===== src/rtl/tx_status_engine.sv =====
module tx_status_engine #(
  parameter int RING = 6,
  parameter int MAX_RETX = 10,
  localparam int IW = (RING > 1) ? $clog2(RING) : 1
) (
  input  logic          clk,
  input  logic          rst_n,
  input  logic [IW-1:0] prod_idx,
  input  logic          desc_last,
  input  logic          desc_irq,
  output logic          frag_valid,
  output logic [IW-1:0] frag_slot,
  output logic          frag_last,
  input  logic          mac_done,
  input  logic [3:0]    mac_coll_cnt,
  input  logic          mac_defer,
  input  logic          mac_exc_defer,
  input  logic          mac_exc_coll,
  input  logic          mac_late_coll,
  input  logic          mac_underrun,
  output logic          stat_we,
  output logic [IW-1:0] stat_slot,
  output logic [31:0]   stat_word,
  output logic [IW-1:0] cons_idx,
  output logic          irq,
  input  logic          irq_clr
);
  logic          busy, cur_irq;
  logic [IW-1:0] nxt_idx;
  logic [3:0]    coll_sat;
  logic [7:0]    coll_fields;
  logic          done, no_desc, err;
  logic [31:0]   word;

  assign nxt_idx  = (cons_idx == IW'(RING - 1)) ? '0 : cons_idx + 1'b1;
  assign done     = busy & mac_done;
  assign no_desc  = ~frag_last & (nxt_idx == prod_idx);
  assign coll_sat = (mac_coll_cnt > 4'(MAX_RETX)) ? 4'(MAX_RETX) : mac_coll_cnt;
  assign coll_fields = frag_last ?
    {mac_late_coll, mac_exc_coll, mac_exc_defer, mac_defer, coll_sat} : 8'd0;
  assign err  = mac_underrun | no_desc | coll_fields[7] | coll_fields[6] | coll_fields[5];
  assign word = {err, no_desc, mac_underrun, coll_fields, 21'd0};

  assign frag_valid = busy;
  assign frag_slot  = cons_idx;

  always_ff @(posedge clk) begin
    if (!rst_n) begin
      busy      <= 1'b0;
      cur_irq   <= 1'b0;
      frag_last <= 1'b0;
      cons_idx  <= '0;
      stat_we   <= 1'b0;
      stat_slot <= '0;
      stat_word <= '0;
      irq       <= 1'b0;
    end else begin
      stat_we <= done;
      if (done) begin
        stat_word <= word;
        stat_slot <= cons_idx;
        cons_idx  <= nxt_idx;
        busy      <= 1'b0;
      end else if (!busy && cons_idx != prod_idx) begin
        busy      <= 1'b1;
        frag_last <= desc_last;
        cur_irq   <= desc_irq;
      end
      if (done && cur_irq) irq <= 1'b1;
      else if (irq_clr)    irq <= 1'b0;
    end
  end
endmodule



===== config.mk =====
export PLATFORM = sky130hd
export DESIGN_NAME = tx_status_engine
export DESIGN_NICKNAME = d
export VERILOG_FILES = /design/src/rtl/tx_status_engine.sv
export SDC_FILE = /design/constraint.sdc
export NUM_CORES = 1
export LEC_CHECK = 0
export BUFFER_PORTS_ARGS = -buffer_cell sky130_fd_sc_hd__buf_2
export CORE_ASPECT_RATIO = 1.25
export CORE_UTILIZATION = 38
export CTS_CLUSTER_DIAMETER = 60
export DETAILED_ROUTE_END_ITERATION = 16
export PLACE_DENSITY = 0.75
export SYNTH_ARGS = -nofsm -noshare
export SYNTH_HDL_FRONTEND = slang
export SYNTH_SLANG_ARGS = --single-unit

===== constraint.sdc =====
create_clock -name clk -period 1.5 [get_ports clk]
set_clock_uncertainty 0.2 [all_clocks]
set_input_delay 0 -clock clk [delete_from_list [all_inputs] [get_ports clk]]
set_output_delay 0 -clock clk [all_outputs]
set_load 0.02 [all_outputs]

==> qor.txt, run 1 <==
Async S/R FF share, synth: 0%
number of setup buffers added after CTS: 0
fraction of power consumed by the clock network: 33.7%
hpwl dp: 1.68 mm
Nets: 183
Psw: 359 uW
routed len/inst: 12.9 um
count leader, synth: buf_4
ranking of synthesized cells by area: dfxtp_1 (42%), buf_4 (19%), a22o_1 (8.4%)
Synth Area in Adders: 0%
Die H: 60.6 um
CP peak stage delay: 430 ps
Synth Flop Type: dfxtp_1
CTS clk-pin slew, worst paths: 130 ps
number of global-route vias before repair: 847
Slew Limit Fails: 0
drt first-iter violations: 22
die area: 2960 um2
Worst-Skew Late Latency: 310 ps
CTS sink cnt: 22
largest family of logic cells by synthesized area: buffers and inverters
final setup vio count: 0
CTS tree: done
Final Hold Viols: 0
Place WS: 8.58 ps
EDFF count, synth: 0
period utilization: 96.7%
#FFs+latches synth: 22
Initial Util: 41.2%
layout cells sized above 1: 36.6%
leakage: 0.712 nW
io pins: 63
root buffer cell: clkbuf_4
maximum clock path buffer count: 2
crit path max fanout: 7
first-pass GRT wire length: 3.92 mm
Vias/cell: 4.80
largest net degree at the start of global routing: 14
cells after synthesis: 103
Syn Area/Cell: 10.1 um2
crit path buf inv count: 0
commonest cells in the netlist: buf_4 (27), dfxtp_1 (22), a22o_1 (10), nand2_1 (6)
CP required: 1530 ps
maxcap violations: 0
Congestion Overflow GR: 0
library cells used by synthesis: 30
Seq pwr share: 46.4%
drt drc: 0
Mapped Area: 1040 um2
status: finished clean
simple-gate share of the synthesized area: 10.3%
fin crit period: 1450 ps
number of buffers created by CTS: 3
setup slack after layout: 49.3 ps
antenna diode count: 0
Sw Ratio: 26.6%
Critical Path Slowest Stage Cell: dfxtp_2
Power Internal: 990 uW
Area Overhead vs Synth: 40.0%
crit end category: flop
Synth Area in Compound Gates: 19.8%
cell row count: 20
maximum VDD drop: 0.526 mV
unrepaired setup endpoints after global routing: false
post-synthesis mux area share: 3.00%
XOR/XNOR Fraction of Synth Area: 3.36%
DR pass1 iterations: 4
sequential area share after synthesis: 42.3%
Startpoint Class: flop
worst path arrival time: 1480 ps
Pwr Density: 925 nW/um2
setup TNS: 0 ps
Final GP Congestion: 0.794
overall power: 1.35 mW
Setup CP Type: flop to flop
Ys Warns: 0
Total GRT Usage: 17.7%
largest area contributor in the netlist: dfxtp_1
CTS H-tree depth: 1
vias: 946
initial antenna violation count: 0
core area: 2530 um2
antenna viol nets, final: 0
port bufs: 41
routed wire length: 2.55 mm
Comb power frac: 19.9%
Die W: 48.8 um
critical-path cell list: nand3_2 > or3_1 > o31ai_1
Top delay family on crit path: simple AND/OR/NAND/NOR gates
Yosys top cell area share: 42.3%
Hold Path Class: input pin to flop
FMAX: 689 MHz
## layer usage
metal | vias to the layer above | wire length, um | global-route usage (%) | share of wire, %
met5 | - | 0 | 0 | 0
met4 | 0 | 82 | 10.9 | 3.2
met3 | 8 | 87 | 2.51 | 3.4
met2 | 42 | 1340 | 31.0 | 52
met1 | 451 | 1040 | 20.7 | 41
li1 | 445 | - | - | -
## final timing paths
check                                             start                    endpoint  slack, ps  cells after the start
worst min-delay path                          mac_defer  stat_word[25]$_SDFFE_PN0P_        250                      3
worst max register to register  frag_valid$_SDFFE_PP0P_  stat_word[31]$_SDFFE_PN0P_         50                      3
worst min register to register     cur_irq$_SDFFE_PN0P_        cur_irq$_SDFFE_PN0P_        270                      2
worst max-delay path            frag_valid$_SDFFE_PP0P_  stat_word[31]$_SDFFE_PN0P_         50                      3
## state kept, by name, summed over array words and instances, names as in the netlist
| name | flops |
|---|---|
| cur_irq | 1 |
| stat_slot | 3 |
| stat_word | 11 |
| frag_last | 1 |
| cons_idx | 3 |
| irq | 1 |
| stat_we | 1 |
| frag_valid | 1 |
## timing repair
action | 4_1_cts | 5_1_grt
setup endpoints to repair | 2 | 6
hold endpoints to repair | 18 | 0
resized for setup | 1 | 4
hold buffers | 19 | 0
## worst reg2reg max path, stage by stage, from the launching register on
cell	delay, ps
dfxtp_2	430
nand3_2	120
or3_1	400
o31ai_1	230
## through the flow
stage / std cells / cell area [um2] / utilization, % / hold slack (ps)
finish: 197 / 1460 / 57.7 / 246
detailed placement: 174 / 1200 / 47.4 / 21.3
floorplan: 123 / 1120 / - / -67.4
CTS: 197 / 1450 / 57.2 / 241
global route: 197 / 1460 / 57.7 / 253
global placement: 174 / 1200 / 47.4 / 26.2
## placed cells by master, fill, tap and decap left out, types with 2 or more instances in the layout
master          n
nand2_1         6
a21o_1          2
dfxtp_1        18
dlygate4sd3_1  19
xnor2_1         4
o31ai_1         2
conb_1         21
buf_4           5
mux2i_1         2
clkbuf_4        3
a32o_1          4
nor3b_1         2
buf_2          41
inv_1           2
a22o_1         10
dfxtp_2         4
## area by class of cell
type	count	area (um2)
clock buffers	3	22.5
clock inverters	1	30.0
fillers	223	1070
inverters	3	11.3
multi-input cells	70	475
flip-flops and latches	22	445
well taps	33	41.3
repair buffers	65	433
## cells by family after synthesis
logic type / after synthesis
AO/OA/AOI/OAI: 25
flip-flops: 22
XOR/XNOR: 4
AND/OR/NAND/NOR: 17
other: 1
multiplexers: 3
buffers and inverters: 31
## power by group through the flow
| stage | combinational, mW | sequential, mW | clock (mW) |
|---|---|---|---|
| after floorplan | 0.174 | 0.658 | 0 |
| after global placement | 0.217 | 0.637 | 0 |
| after detailed placement | 0.220 | 0.639 | 0 |
| after CTS | 0.261 | 0.626 | 0.462 |
| after global routing | 0.288 | 0.631 | 0.488 |
| final | 0.268 | 0.627 | 0.454 |
No activity file was read; power rests on OpenSTA's default activity.
==> inputs of run 2 (changes only) <==
Settings changed: CORE_MARGIN set to 2.
==> qor.txt, run 2 (synthesized netlist as in run 1, its figures left out) <==
first-pass GRT wire length: 3.75 mm (-4.2%)
Area Overhead vs Synth: 39.6%
Nets: 182 (-0.55%)
number of setup buffers added after CTS: 0 (unchanged)
CTS tree: done
DR pass1 iterations: 4 (unchanged)
routed len/inst: 12.4 um (-4.1%)
CTS clk-pin slew, worst paths: 120 ps (about the same)
period utilization: 95.9% (-0.76 points)
io pins: 63 (unchanged)
leakage: 0.706 nW (-0.95%)
Total GRT Usage: 15.0% (-2.7 points)
vias: 930 (-1.7%)
Worst-Skew Late Latency: 300 ps (about the same)
root buffer cell: clkbuf_4
antenna diode count: 0 (unchanged)
Hold Path Class: flop to flop
number of buffers created by CTS: 3 (unchanged)
Die H: 62.6 um (+3.3%)
overall power: 1.21 mW (-10%)
Slew Limit Fails: 0 (unchanged)
routed wire length: 2.45 mm (-4.1%)
Biggest register: stat_word
port bufs: 41 (unchanged)
drt first-iter violations: 18 (-18%)
antenna viol nets, final: 0 (unchanged)
number of global-route vias before repair: 897 (+5.9%)
commonest non-fill, non-tap cells in the layout: buf_2 (40), conb_1 (21), dlygate4sd3_1 (19), dfxtp_1 (18), a22o_1 (10)
cell row count: 21 (+5.0%)
final setup vio count: 0 (unchanged)
Comb power frac: 22.0% (+2.1 points)
CTS H-tree depth: 1 (unchanged)
crit path max fanout: 9 (+2)
drt drc: 0 (unchanged)
die area: 3180 um2 (+7.5%)
commonest non-fill, non-tap cell in the layout: buf_2
worst path arrival time: 1430 ps (-50 ps)
largest net degree at the start of global routing: 13 (-1)
Setup CP Type: input pin to flop
Layout Cells excl Fill: 197 (unchanged)
flip-flop count of the largest register after layout: 11 (unchanged)
CP required: 1490 ps (-40 ps)
Vias/cell: 4.72 (-1.7%)
Startpoint Class: input pin
maximum clock path buffer count: 2 (unchanged)
crit end category: flop
Final Hold Viols: 0 (unchanged)
post-route cell area: 1460 um2 (-0.26%)
fraction of power consumed by the clock network: 26.4% (-7.3 points)
Seq pwr share: 51.6% (+5.2 points)
Initial Util: 39.3% (-2.0 points)
Congestion Overflow GR: 0 (unchanged)
Pwr Density: 835 nW/um2 (-9.8%)
fin crit period: 1440 ps (-11.4 ps)
Power Internal: 867 uW (-12%)
layout cells sized above 1: 37.4% (+0.84 points)
Final GP Congestion: 0.802 (+0.92%)
core area: 2650 um2 (+5.0%)
biggest regs: stat_word (11), cons_idx (3), stat_slot (3)
Die W: 50.8 um (+4.1%)
FMAX: 695 MHz (+0.79%)
maxcap violations: 0 (unchanged)
initial antenna violation count: 0 (unchanged)
Placed Instances: 174 (unchanged)
CTS sink cnt: 22 (unchanged)
Sw Ratio: 28.6% (+2.0 points)
status: finished clean
dpl cell area: 1190 um2 (-0.52%)
hpwl dp: 1.66 mm (-1.5%)
maximum VDD drop: 0.438 mV (-17%)
Psw: 347 uW (-3.3%)
## run 2: cell type report
| cell class | count | area [um2] |
|---|---|---|
| fill | 241 | 1200 |
| tap | 34 | 42.5 |
| multi-input combinational | 70 | 489 |
| clock buffer | 4 | 36.3 |
| inverter | 3 | 11.3 |
| sequential | 22 | 448 |
| timing repair buffer | 64 | 428 |
## run 2: per-layer routing
layer,track usage [%],routed length [um]
met3,2.63,142
met4,7.43,43
met1,17.3,968
met2,26.0,1290
met5,0,0
## run 2: path summary, 6_finish.rpt
| kind | from | end | slack, ps | cells past startpoint |
|---|---|---|---|---|
| worst max-delay path | rst_n | stat_word[31]$_SDFFE_PN0P_ | 60 | 5 |
| worst max register to register | cons_idx[0]$_SDFFE_PN0P_ | stat_word[30]$_SDFFE_PN0P_ | 90 | 3 |
| worst min-delay path | cur_irq$_SDFFE_PN0P_ | cur_irq$_SDFFE_PN0P_ | 270 | 2 |
| worst min register to register | cur_irq$_SDFFE_PN0P_ | cur_irq$_SDFFE_PN0P_ | 270 | 2 |
## run 2: through the flow
step	hold slack (ps)	setup slack, ps	TNS, ps	utilization [%]
2_1_floorplan	-67.4	50.6	0	-
3_3_place_gp	26.0	96.5	0	44.9
3_5_place_dp	40.7	39.5	0	44.9
4_1_cts	264	64.5	0	53.7
5_1_grt	270	-8.85	-12.0	54.8
6_report	269	60.8	0	54.8
## run 2: repair_timing
action                                  CTS  global route
resized for setup                         1             8
hold buffers                             19             0
gates cloned                              0             0
hold endpoints to repair                 18             0
pin swaps                                 0             0
endpoints found under the setup margin    1             8
## run 2: worst max-delay path, cell delays in order
cell and delay (ps):
dlygate4sd3_1 530, clkbuf_4 180, and4_1 300, a222oi_1 310, o31ai_2 110
## run 2: power groups by stage
stage / combinational (mW) / clock, mW / sequential, mW
floorplan: 0.174 / 0 / 0.658
global placement: 0.213 / 0 / 0.638
detailed placement: 0.217 / 0 / 0.639
CTS: 0.257 / 0.331 / 0.626
global route: 0.285 / 0.356 / 0.630
finish: 0.267 / 0.321 / 0.626
